<file path="config.mk">
export PLATFORM = sky130hd
export DESIGN_NAME = pwmq_channel
export DESIGN_NICKNAME = d
export VERILOG_FILES = /design/src/rtl/pwmq_pkg.sv /design/src/rtl/pwmq_ctrl.sv /design/src/rtl/pwmq_datapath.sv /design/src/rtl/pwmq_channel.sv
export SDC_FILE = /design/constraint.sdc
export NUM_CORES = 1
export LEC_CHECK = 0
export BUFFER_PORTS_ARGS = -buffer_cell sky130_fd_sc_hd__buf_2
export CAP_MARGIN = 25
export CORE_UTILIZATION = 55
export DETAILED_ROUTE_END_ITERATION = 10
export PLACE_DENSITY = 0.7
export SLEW_MARGIN = 30
export SYNTH_ARGS = -nofsm -noshare
export SYNTH_HDL_FRONTEND = slang
export SYNTH_SLANG_ARGS = --single-unit
</file>
<file path="constraint.sdc">
create_clock -name clk -period 5.92 [get_ports clk]
set_input_delay 0.592 -clock clk [delete_from_list [all_inputs] [get_ports clk]]
set_output_delay 0.592 -clock clk [all_outputs]
set_load 0.02 [all_outputs]
</file>
<file path="src/rtl/pwmq_pkg.sv">
package pwmq_pkg;
  localparam int LIN_W     = 8;
  localparam int SHIFT_W   = 4;
  localparam int CNT_W     = 8;
  localparam int MAX_SHIFT = (1 << SHIFT_W) - 1;
  localparam int PRE_W     = LIN_W + MAX_SHIFT + 1;
  localparam int CTRL_W    = LIN_W + SHIFT_W + 4;
  localparam int DUTY_W    = 3 * CNT_W;

  // control word: mode bits on top, divider fields below
  typedef struct packed {
    logic               syncOff;
    logic               invert;
    logic               pinEn;
    logic               clkEn;
    logic [SHIFT_W-1:0] shiftDiv;
    logic [LIN_W-1:0]   linDiv;
  } ctrl_word_t;

  typedef struct packed {
    logic [CNT_W-1:0] periodMax;
    logic [CNT_W-1:0] fallAt;
    logic [CNT_W-1:0] riseAt;
  } duty_word_t;

  // strobes from control to datapath
  typedef struct packed {
    logic run;
    logic quantTick;
    logic quantStart;
    logic pinEn;
    logic invert;
  } strobe_t;
endpackage

</file>
<file path="src/rtl/pwmq_ctrl.sv">
module pwmq_ctrl
  import pwmq_pkg::*;
(
  input  logic       clk,
  input  logic       rstN,
  input  logic       ctrlWe,
  input  ctrl_word_t ctrlWord,
  input  logic       dutyWe,
  input  duty_word_t dutyWord,
  input  logic       atLast,
  output strobe_t    stb,
  output duty_word_t actDuty
);
  ctrl_word_t         ctrlQ, ctrlNext;
  duty_word_t         dutyQ, dutyNext;
  logic [LIN_W-1:0]   actLin;
  logic [SHIFT_W-1:0] actShift;
  logic [PRE_W-1:0]   preCnt, quantLen, quantLast;
  logic               quantTick, wrapTick, loadNow;

  assign ctrlNext  = ctrlWe ? ctrlWord : ctrlQ;
  assign dutyNext  = dutyWe ? dutyWord : dutyQ;
  assign quantLen  = (PRE_W'(actLin) + PRE_W'(1)) << actShift;
  assign quantLast = quantLen - PRE_W'(1);
  // >= keeps the prescaler bounded when a smaller divider lands mid-quantum
  assign quantTick = ctrlQ.clkEn && (preCnt >= quantLast);
  assign wrapTick  = quantTick && atLast;
  assign loadNow   = !ctrlQ.clkEn || ctrlNext.syncOff || wrapTick;

  always_ff @(posedge clk) begin
    if (!rstN) begin
      ctrlQ <= '0;
      dutyQ <= '0;
    end else begin
      ctrlQ <= ctrlNext;
      dutyQ <= dutyNext;
    end
  end

  // working copy of the buffered settings
  always_ff @(posedge clk) begin
    if (!rstN) begin
      actLin   <= '0;
      actShift <= '0;
      actDuty  <= '0;
    end else if (loadNow) begin
      actLin   <= ctrlNext.linDiv;
      actShift <= ctrlNext.shiftDiv;
      actDuty  <= dutyNext;
    end
  end

  always_ff @(posedge clk) begin
    if (!rstN)               preCnt <= '0;
    else if (!ctrlQ.clkEn)   preCnt <= '0;
    else if (quantTick)      preCnt <= '0;
    else                     preCnt <= preCnt + PRE_W'(1);
  end

  always_comb begin
    stb.run        = ctrlQ.clkEn;
    stb.quantTick  = quantTick;
    stb.quantStart = (preCnt == '0);
    stb.pinEn      = ctrlQ.pinEn;
    stb.invert     = ctrlQ.invert;
  end

  a_r1_prescale_wrap: assert property (@(posedge clk) disable iff (!rstN)
    quantTick |=> (preCnt == '0));

  a_r5_prescale_held: assert property (@(posedge clk) disable iff (!rstN)
    !ctrlQ.clkEn |=> (preCnt == '0));

  a_r8_hold_until_wrap: assert property (@(posedge clk) disable iff (!rstN)
    ($past(ctrlQ.clkEn) && !ctrlQ.syncOff && !$past(wrapTick))
      |-> ($stable(actDuty) && $stable(actLin) && $stable(actShift)));

  a_r9_bypass_follows: assert property (@(posedge clk) disable iff (!rstN)
    ctrlQ.syncOff |-> (actDuty == dutyQ && actLin == ctrlQ.linDiv
                       && actShift == ctrlQ.shiftDiv));
endmodule

</file>
<file path="src/rtl/pwmq_datapath.sv">
module pwmq_datapath
  import pwmq_pkg::*;
(
  input  logic       clk,
  input  logic       rstN,
  input  strobe_t    stb,
  input  duty_word_t actDuty,
  output logic       atLast,
  output logic       pwmOut,
  output logic       periodStart
);
  logic [CNT_W-1:0] perCnt;
  logic             inWindow, driveLevel;

  assign atLast = (perCnt >= actDuty.periodMax);

  always_ff @(posedge clk) begin
    if (!rstN)              perCnt <= '0;
    else if (!stb.run)      perCnt <= '0;
    else if (stb.quantTick) perCnt <= atLast ? '0 : perCnt + CNT_W'(1);
  end

  always_comb begin
    if (actDuty.riseAt == actDuty.fallAt)
      inWindow = 1'b1;
    else if (actDuty.riseAt < actDuty.fallAt)
      inWindow = (perCnt >= actDuty.riseAt) && (perCnt < actDuty.fallAt);
    else
      inWindow = (perCnt >= actDuty.riseAt) || (perCnt < actDuty.fallAt);
  end

  assign driveLevel  = stb.run & inWindow;
  assign pwmOut      = (driveLevel & stb.pinEn) ^ stb.invert;
  assign periodStart = stb.run & stb.quantStart & (perCnt == '0);

  a_r2_period_wrap: assert property (@(posedge clk) disable iff (!rstN)
    (stb.run && stb.quantTick && atLast) |=> (perCnt == '0));

  a_r2_count_step: assert property (@(posedge clk) disable iff (!rstN)
    (stb.run && stb.quantTick && !atLast) |=> (perCnt == $past(perCnt) + CNT_W'(1)));

  a_r5_count_held: assert property (@(posedge clk) disable iff (!rstN)
    !stb.run |=> (perCnt == '0));
endmodule

</file>
<file path="src/rtl/pwmq_channel.sv">
module pwmq_channel
  import pwmq_pkg::*;
(
  input  logic              clk,
  input  logic              rstN,
  input  logic              ctrlWe,
  input  logic [CTRL_W-1:0] ctrlWord,
  input  logic              dutyWe,
  input  logic [DUTY_W-1:0] dutyWord,
  output logic              pwmOut,
  output logic              periodStart
);
  strobe_t    stb;
  duty_word_t actDuty;
  logic       atLast;

  pwmq_ctrl u_ctrl (
    .clk      (clk),
    .rstN     (rstN),
    .ctrlWe   (ctrlWe),
    .ctrlWord (ctrl_word_t'(ctrlWord)),
    .dutyWe   (dutyWe),
    .dutyWord (duty_word_t'(dutyWord)),
    .atLast   (atLast),
    .stb      (stb),
    .actDuty  (actDuty)
  );

  pwmq_datapath u_dp (
    .clk         (clk),
    .rstN        (rstN),
    .stb         (stb),
    .actDuty     (actDuty),
    .atLast      (atLast),
    .pwmOut      (pwmOut),
    .periodStart (periodStart)
  );

  a_r6_pin_gate: assert property (@(posedge clk) disable iff (!rstN)
    !stb.pinEn |-> (pwmOut == stb.invert));

  a_r4_full_duty: assert property (@(posedge clk) disable iff (!rstN)
    (stb.run && stb.pinEn && actDuty.riseAt == actDuty.fallAt) |-> (pwmOut != stb.invert));

  a_r5_idle_level: assert property (@(posedge clk) disable iff (!rstN)
    !stb.run |-> (pwmOut == stb.invert && !periodStart));
endmodule

</file>
==> results_dict.tcl, run 1 <==
set metrics [dict create \
    via_per_inst 5.740 \
    gp_congestion 0.8822 \
    netlist_top_cells_area "dfxtp_1 (31%), ha_1 (11%), mux2i_1 (6.5%)" \
    r2r_slack_ns 0.36 \
    crit_path_top_delay_cell "dfxtp_1" \
    maxSlewHeadroom_pct 49.71 \
    hold_violations 0 \
    rsz0062_at_grt "no" \
    gr-total-overflow 0 \
    async_flop_share_pct 0 \
    tightestPinTransition_ns 0.7516 \
    cp.required_ns 6.16 \
    syn-num-nets 943 \
    via_count 5947 \
    syn_avg_cell_area_um2 8.331 \
    final_antenna_net_count 0 \
    start_util_pct 57.17 \
    clk_path_buf_depth 2 \
    fin_skew_ns 0.01046 \
    endpoint "u_ctrl.actShift[2]" \
    r2r-start "u_ctrl.actShift[0]" \
    drt_iter0_markers 439 \
    dieArea_um2 13150 \
    clock.fmax_mhz 179.7 \
    finalMaxSlewViolations 0 \
    cts.sinks 108 \
    synthFlopType "dfxtp_1" \
    fp.dieH_um 114.7 \
    ys_seq_elements 108 \
    ys_seq_area_share_pct 30.97 \
    slowest_delay_ns 0.74 \
    p_leak_uw 0.003293 \
    hpwl_um 11640 \
    synth_warnings 0 \
    yosysTopAreaCell "dfxtp_1" \
    synthCells 838 \
    r2r_cells 20 \
    crit_fanout 72 \
    setup_viol 0 \
    layout_common_cells "dfxtp_1 (107), nand2_1 (87), nand3_1 (62), ha_1 (60), nor2_1 (53)" \
    drive_above_1_share_pct 10.02 \
    crit_top_cell "a21o_1" \
    status "completed" \
    portBuffers 45 \
    wl_um 15740 \
    rows 40 \
    antenna_found_initial 0 \
    cts_inserted_buffers 9 \
    cts.clk_slew.worst_paths_ns 0.07 \
    finalPower_uw 1751 \
    setup_tns_ns 0 \
    hold_path.class "reg -> reg" \
    drc 0 \
    start_kind "flop" \
    root_buffer "clkbuf_16" \
    crit_chain "inv_1 -> a21oi_1 -> a311oi_1 -> a311o_1 -> a222oi_1 -> o211a_1 -> nand4_2 -> or3_4 -> a22o_1 -> ha_1 -> a21o_1 -> a21o_1 -> a21oi_1 -> o21ai_0 -> a21o_1 -> a31oi_1 -> o211a_1 -> buf_12 -> nand2b_1 -> nand2_1" \
    min_from "u_ctrl.actDuty[23]" \
    startpoint "u_ctrl.actShift[0]" \
    synth_top_area_share_pct 30.97 \
    syn-cell-area_um2 6982 \
    post-cts-setup-buffers 0 \
    clk_latency_ns 0.36 \
    r2r-end "u_ctrl.actShift[2]" \
    synth_edf_count 0 \
    grt_pass1_wl_um 26970 \
    areaGrowthSynthToFinish_pct 9.427 \
    final_common_cell "dfxtp_1" \
    fin_crit_sh_pct 93.98 \
    cts_tree "yes" \
    ios 46 \
    irDropWorstVdd_v 0.0001859 \
    nets 968 \
    ys_types 71 \
    diodes 0 \
    wire_per_inst_um 15.19 \
    die_width_um 114.7 \
    grt_pass1_vias 5772 \
    p_per_area_nw_per_um2 229.2 \
    critPathKind "reg -> reg" \
    end_kind "flop" \
    cap_violations 0 \
    core-area_um2 12210 \
    cts.htree.levels 3 \
    cp.arrival_ns 5.80 \
    grt_max_degree 79 \
    min_period_ns 5.564 \
    track_usage_pct 25.67 \
    dr.pass1.iters 6 \
]
[through the flow]
step | worst slack (ns) | utilization (%) | area, um^2 | instances | hold WS, ns
floorplan | 0.8420 | - | 6982 | 838 | 0.4297
global placement | 0.5348 | 60.06 | 7335 | 1020 | 0.4458
finish | 0.3564 | 62.56 | 7640 | 1036 | 0.4546
detailed placement | 0.4043 | 60.06 | 7335 | 1020 | 0.4462
global route | 0.02304 | 62.56 | 7640 | 1036 | 0.4738
CTS | 0.3905 | 62.49 | 7631 | 1036 | 0.4572
[layer usage]
metal	track usage, %	share of wire (%)	vias up
met1	32.02	45	2789
met3	4.341	4.1	18
met5	0	0	-
met2	44.69	49	146
li1	-	-	2994
met4	8.745	1.4	0
[logic make-up (layout without fill, tap and decap cells)]
| family | after synthesis | count (layout) | share of synthesized area [%] |
|---|---|---|---|
| buffers and inverters | 76 | 106 | 4.480 |
| flip-flops | 108 | 108 | 30.97 |
| adder cells (fa/ha/maj) | 62 | 62 | 11.08 |
| XOR/XNOR | 48 | 48 | 6.021 |
| multiplexers | 45 | 45 | 6.452 |
| AND/OR/NAND/NOR | 358 | 358 | 26.68 |
| AO/OA/AOI/OAI | 141 | 141 | 14.32 |
[cells in the mapped netlist (all sizes together), types with 9 or more instances]
cell type and number:
nand4 13, nor3 9, nand2b 50, inv 32, nand3 64, nor2b 46
a21oi 28, mux2i 45, nand2 87, clkbuf 31, o21ai 23, dfxtp 108
nor2 53, buf 13, o21a 11, xor2 23, a21o 18, xnor2 25
ha 61
[final cells by class]
type	instances	area, um^2
fillers	1109	4572
multi-input cells	654	4514
flip-flops and latches	108	2163
repair buffers	58	335.3
clock buffers	12	266.5
well taps	168	210.2
inverters	32	120.1
clock inverters	4	30.03
[power by group]
part / leakage [uW] / internal, uW / switching (uW) / total (uW)
Clock: 0.000146 / 322 / 274 / 596
Combinational: 0.00226 / 162 / 205 / 367
Sequential: 0.000885 / 759 / 28.6 / 788
Total: 0.00329 / 1240 / 507 / 1750
[worst max-delay path, delay by kind of cell (launching register included)]
family | cells | cell delay (ns)
buf+inv | 2 | 0.60
flops | 1 | 0.74
simple gates | 4 | 0.77
compound gates | 13 | 3.03
fa+ha+maj | 1 | 0.29
[what timing repair did]
item	in CTS	in global routing
hold buffers	0	0
endpoints found under the setup margin	0	60
gates resized for setup	0	3
endpoints found under the hold margin	0	0
[registers in the layout, summed over array words and instances, names as in the netlist]
name             count
u_ctrl.ctrlQ        13
u_ctrl.actShift      4
u_ctrl.dutyQ        24
u_ctrl.actDuty      24
u_dp.perCnt          8
u_ctrl.actLin        8
u_ctrl.preCnt       24
u_ctrl.stb           3
[worst min path at each step]
stage,to,cells after the start
5_1_grt,u_ctrl.actDuty[23],2
3_3_place_gp,u_ctrl.actDuty[20],2
2_1_floorplan,u_ctrl.preCnt[0],1
3_5_place_dp,u_ctrl.actDuty[23],2
4_1_cts,u_ctrl.actDuty[23],2
6_report,u_ctrl.actDuty[23],2
Note: power is estimated with default switching activity, not from simulation.
==> inputs of run 2 (changes only) <==
Settings changed: MAX_ROUTING_LAYER set to met4, SYNTH_HIERARCHICAL set to 1.
==> results_dict.tcl, run 2 <==
set metrics [dict create \
    status "completed" \
    r2r-start "u_ctrl/actShift[0]" \
    dr.pass1.iters 6 \
    rows 41 \
    clk_latency_ns 0.36 \
    startpoint "u_ctrl/actShift[0]" \
    syn-num-nets 978 \
    clock.fmax_mhz 178.5 \
    netlist_top_cells_area "dfxtp_1 (30%), ha_1 (11%), mux2i_1 (5.5%)" \
    grt_pass1_wl_um 29810 \
    cp.arrival_ns 5.86 \
    fin_cells 1076 \
    synth_top_area_share_pct 29.93 \
    combPwrFrac_pct 28.6 \
    final_common_cell "dfxtp_1" \
    yosys.area_share.simple_pct 23.62 \
    largestRegisters "u_ctrl/actDuty: 24 flops, u_ctrl/dutyQ: 24 flops, u_ctrl/preCnt: 24 flops" \
    syn_avg_cell_area_um2 8.275 \
    setup_tns_ns 0 \
    areaGrowthSynthToFinish_pct 10.36 \
    async_flop_share_pct 0 \
    root_buffer "clkbuf_16" \
    layout_common_cells "dfxtp_1 (107), nand2_1 (77), nor2_1 (61), ha_1 (61)" \
    fin_skew_ns 0.008752 \
    start_kind "flop" \
    synthCells 873 \
    finish.utilization_pct 62.67 \
    worstHoldPathCells 1 \
    hold_violations 0 \
    multi_input_area_um2 4705 \
    synth_compound_area_share_pct 19.31 \
    p_per_area_nw_per_um2 262.4 \
    synth_top_family_by_area "simple AND/OR/NAND/NOR gates" \
    slowest_delay_ns 0.78 \
    grt_pass1_vias 6281 \
    fin_crit_sh_pct 94.61 \
    synthFlopType "dfxtp_1" \
    muxShareOfSynthArea_pct 6.010 \
    clkPwrFrac_pct 32.7 \
    min_from "u_ctrl/preCnt[0]" \
    diodes 0 \
    cts.sinks 108 \
    fillers 1159 \
    clk_path_buf_depth 2 \
    wire_per_inst_um 16.40 \
    irDropWorstVdd_v 0.0001937 \
    final_antenna_net_count 0 \
    crit_chain "nor2_1 -> a221o_1 -> or3_1 -> a21oi_2 -> or3b_4 -> o21a_4 -> and4bb_2 -> nand2_1 -> a32oi_1 -> ha_1 -> a21o_1 -> a21o_1 -> a21oi_1 -> o21ai_0 -> a31o_2 -> or4_2 -> buf_4 -> a31o_2" \
    ys_seq_elements 108 \
    drc 0 \
    intPower_uw 1403 \
    drive_above_1_share_pct 14.71 \
    nets 1004 \
    ys_types 74 \
    cts.htree.levels 3 \
    p_sw_uw 689.0 \
    synth_edf_count 0 \
    ys_seq_area_share_pct 29.93 \
    rsz0062_at_grt "no" \
    gp_congestion 1.019 \
    p_leak_uw 0.003277 \
    end_kind "flop" \
    synth.most_common_cell "dfxtp_1" \
    wl_um 17650 \
    ios 46 \
    min_to "u_ctrl/preCnt[0]" \
    synth_xor_area_share_pct 5.213 \
    cts-hold-fix-buffers 0 \
    antenna_found_initial 0 \
    finalMaxSlewViolations 0 \
    cts.clk_slew.worst_paths_ns 0.08 \
    cts_tree "yes" \
    via_per_inst 6.018 \
    min_period_ns 5.601 \
    track_usage_pct 28.68 \
    grt_max_degree 62 \
    core-area_um2 12720 \
    netlist_top_cells_count "dfxtp_1 (108), nand2_1 (77), ha_1 (61), nor2_1 (61), nor2b_1 (45)" \
    switching_share_pct 32.93 \
    r2r_cells 18 \
    dieArea_um2 13600 \
    crit_path_top_delay_cell "dfxtp_1" \
    seqCellArea_um2 2163 \
    synth_warnings 6 \
    seqPwrFrac_pct 38.7 \
    r2r-end "u_ctrl/actDuty[8]" \
    syn-cell-area_um2 7224 \
    dp_cells 1058 \
    cp.required_ns 6.18 \
    gr-total-overflow 0 \
    tightestPinTransition_ns 0.7006 \
    r2r_slack_ns 0.32 \
    synthAdderAreaFrac_pct 10.56 \
    maxSlewHeadroom_pct 53.23 \
    portBuffers 45 \
    start_util_pct 56.79 \
    critPathKind "reg -> reg" \
    drt_iter0_markers 473 \
    cts_inserted_buffers 9 \
    setup_viol 0 \
    fp.dieH_um 116.6 \
    yosysTopAreaCell "dfxtp_1" \
    hpwl_um 13120 \
    hold_path.class "reg -> reg" \
    cap_violations 0 \
    die_width_um 116.6 \
    crit_fanout 34 \
    via_count 6475 \
]
## run 2: power groups by stage
| stage | Sequential, uW | Clock [uW] | Combinational (uW) |
|---|---|---|---|
| 3_5_place_dp | 825 | 0 | 579 |
| 6_report | 809 | 685 | 598 |
| 2_1_floorplan | 801 | 0 | 457 |
| 3_3_place_gp | 823 | 0 | 561 |
| 4_1_cts | 808 | 696 | 585 |
| 5_1_grt | 815 | 723 | 667 |
## run 2: worst max-delay path: cells and delay by family (launching register included)
family                   cells  cell delay (ns)
AO/OA/AOI/OAI               10             2.16
AND/OR/NAND/NOR              6             2.00
flip-flops                   1             0.78
adder cells (fa/ha/maj)      1             0.27
buffers and inverters        1             0.27
## run 2: cell families (layout without fill, tap and decap cells)
family | Yosys count | count (layout)
buffers and inverters | 94 | 125
adder cells (fa/ha/maj) | 61 | 61
AND/OR/NAND/NOR | 328 | 328
AO/OA/AOI/OAI | 196 | 196
XOR/XNOR | 43 | 43
multiplexers | 43 | 43
flip-flops | 108 | 108
## run 2: worst max-delay path by stage
stage,slack (ns),cells after the start,to
5_1_grt,0.03,21,u_dp/perCnt[6]
3_5_place_dp,0.41,19,u_ctrl/actShift[1]
3_3_place_gp,0.48,19,u_ctrl/actShift[1]
6_report,0.32,18,u_ctrl/actDuty[8]
2_1_floorplan,0.92,20,u_ctrl/actDuty[8]
4_1_cts,0.38,19,u_ctrl/actShift[1]
## run 2: metrics by stage
step	hold slack (ns)	power [uW]	area, um^2	worst slack [ns]
finish	0.4698	2092	7973	0.3190
global route	0.5014	2205	7973	0.02783
CTS	0.4742	2088	7944	0.3802
detailed placement	0.4548	1404	7602	0.4140
global placement	0.4388	1383	7602	0.4801
floorplan	0.4297	1258	7224	0.9176
## run 2: layout make-up
cell class                      instances  share of cell area (%)
Clock inverter                          7                   1.460
Multi-Input combinational cell        671                   59.01
Inverter                               42                   1.977
Clock buffer                            9                   2.825
Sequential cell                       108                   27.13
Timing Repair Buffer                   67                   4.896
Tap cell                              172                   2.699
## run 2: per-layer routing
layer  wire length (um)  global-route usage (%)  part of all wire (%)
met3                757                   3.788                   4.3
met5                  0                       -                     0
met4                606                   12.83                   3.4
met2               8610                   49.27                    49
met1               7672                   33.35                    43
## run 2: repair_timing
item,4_1_cts,5_1_grt
resized for setup,0,5
buffers inserted,0,2
endpoints found under the setup margin,0,6
==> inputs of run 3 (changes only) <==
Settings changed: SYNTH_HIERARCHICAL 1 to unset.
==> results_dict.tcl, run 3 (synthesis results as in run 1) <==
set metrics [dict create \
    slowest_delay_ns 0.54 \
    end_kind "flop" \
    clk_latency_ns 0.36 \
    ios 46 \
    drc 0 \
    dpl_cell_area_um2 7350 \
    cts.clk_slew.worst_paths_ns 0.08 \
    min_from "u_ctrl.actDuty[17]" \
    clkPwrFrac_pct 34.2 \
    drt_iter0_markers 463 \
    nets 972 \
    via_count 5970 \
    wire_per_inst_um 15.25 \
    gr-total-overflow 0 \
    final_antenna_net_count 0 \
    tightestPinTransition_ns 0.7194 \
    crit_chain "ha_2 -> nand4_1 -> o21ai_0 -> a21oi_1 -> a211oi_1 -> mux2i_1 -> a211oi_2 -> nand4_2 -> or3_4 -> a22o_1 -> ha_1 -> a21o_1 -> a21o_1 -> a21oi_1 -> o21ai_0 -> a21o_1 -> a31oi_1 -> o211a_1 -> buf_12 -> nand2b_1 -> nand2_1" \
    irDropWorstVdd_v 0.0002251 \
    maxSlewHeadroom_pct 51.67 \
    setup_tns_ns 0 \
    crit_buf_inv 1 \
    cap_violations 0 \
    setup_viol 0 \
    dp_cells 1022 \
    layout_setup_ws_ns 0.4175 \
    cts_tree "yes" \
    cts.sinks 108 \
    min_to "u_ctrl.actDuty[17]" \
    crit_fanout 72 \
    grt_pass1_wl_um 26900 \
    intPower_uw 1221 \
    fin_cells 1040 \
    fin_skew_ns 0.01150 \
    p_leak_uw 0.003313 \
    layout_common_cells "dfxtp_1 (108), nand2_1 (87), nand3_1 (62), ha_1 (60), nor2_1 (53)" \
    grt_pass1_vias 5680 \
    cp.arrival_ns 5.75 \
    min_period_ns 5.503 \
    areaGrowthSynthToFinish_pct 9.731 \
    crit_path_top_delay_cell "dfxtp_1" \
    drive_above_1_share_pct 10.21 \
    r2r-end "u_ctrl.actLin[2]" \
    finish.utilization_pct 62.74 \
    place_ws_ns 0.3056 \
    hold_violations 0 \
    start_util_pct 57.17 \
    fin_area_um2 7661 \
    seqCellArea_um2 2162 \
    multi_input_area_um2 4509 \
    diodes 0 \
    clock.fmax_mhz 181.7 \
    status "completed" \
    cts_inserted_buffers 9 \
    grt_max_degree 73 \
    r2r_cells 21 \
    fin_crit_sh_pct 92.95 \
    final_common_cell "dfxtp_1" \
    finalMaxSlewViolations 0 \
    p_per_area_nw_per_um2 229.3 \
    largestRegisters "u_ctrl.actDuty: 24 flops, u_ctrl.dutyQ: 24 flops, u_ctrl.preCnt: 24 flops" \
    worstHoldPathCells 2 \
    crit_top_cell "a21o_1" \
    switching_share_pct 30.47 \
    rsz0062_at_grt "no" \
    critPathKind "reg -> reg" \
    die_width_um 114.7 \
    r2r-start "u_ctrl.actLin[0]" \
    core-area_um2 12210 \
    hold_path.class "reg -> reg" \
    r2r_slack_ns 0.42 \
    fillers 1114 \
    cts.htree.levels 3 \
    fp.dieH_um 114.7 \
    cp.required_ns 6.17 \
    hpwl_um 11780 \
    antenna_found_initial 0 \
    combPwrFrac_pct 21.1 \
    gp_congestion 0.8914 \
    start_kind "flop" \
    portBuffers 45 \
    via_per_inst 5.740 \
    clk_path_buf_depth 2 \
    dieArea_um2 13150 \
    cts-hold-fix-buffers 0 \
    crit_family "compound AO/OA/AOI/OAI gates" \
    wl_um 15860 \
    seqPwrFrac_pct 44.7 \
    rows 40 \
    track_usage_pct 26.48 \
    p_sw_uw 535.2 \
    root_buffer "clkbuf_16" \
    dr.pass1.iters 5 \
]
run 3: what timing repair did:
item,in CTS,in global routing
gates resized for setup,0,1
setup buffers,0,2
setup endpoints to repair,0,60
run 3: worst max-delay path by stage:
stage / from / end / slack, ns / cells past startpoint
finish: u_ctrl.actLin[0] / u_ctrl.actLin[2] / 0.42 / 21
global route: u_ctrl.actLin[0] / u_ctrl.actLin[2] / 0.01 / 21
CTS: u_ctrl.actLin[0] / u_ctrl.actLin[2] / 0.29 / 21
detailed placement: u_ctrl.actLin[0] / u_ctrl.actLin[2] / 0.31 / 21
global placement: u_ctrl.actLin[0] / u_ctrl.actLin[1] / 0.44 / 21
floorplan: u_ctrl.actLin[1] / u_ctrl.actLin[6] / 0.84 / 23
run 3: layout make-up:
cell class	instances	area share, %
clock buffer	9	2.940
multi-input combinational	654	58.86
clock inverter	7	0.8983
tap	168	2.744
inverter	32	1.568
sequential	108	28.22
timing repair buffer	62	4.769
run 3: power groups by stage:
| stage | Clock (uW) | Combinational, uW | Sequential [uW] |
|---|---|---|---|
| 6_report | 601 | 370 | 784 |
| 5_1_grt | 640 | 416 | 789 |
| 4_1_cts | 611 | 370 | 784 |
| 3_5_place_dp | 0 | 368 | 801 |
| 3_3_place_gp | 0 | 358 | 801 |
| 2_1_floorplan | 0 | 286 | 788 |
run 3: worst min-delay path, cell delays in order, from the launching register on:
cell,delay (ns)
dfxtp_1,0.32
nand3_1,0.06
nand2_1,0.04
run 3: metrics by stage:
step           power [uW]  hold slack (ns)
2_1_floorplan        1074           0.4297
3_3_place_gp         1159           0.4454
3_5_place_dp         1169           0.4486
4_1_cts              1765           0.4614
5_1_grt              1845           0.4778
6_report             1756           0.4590
run 3: routing by layer:
layer  share of wire [%]  global-route usage, %  vias up
met2                  49                  44.97      137
met3                 3.7                  4.500       23
li1                    -                      -     3007
met1                  45                  32.09     2803
met4                 1.7                  8.052        0
met5                   0                      -        -
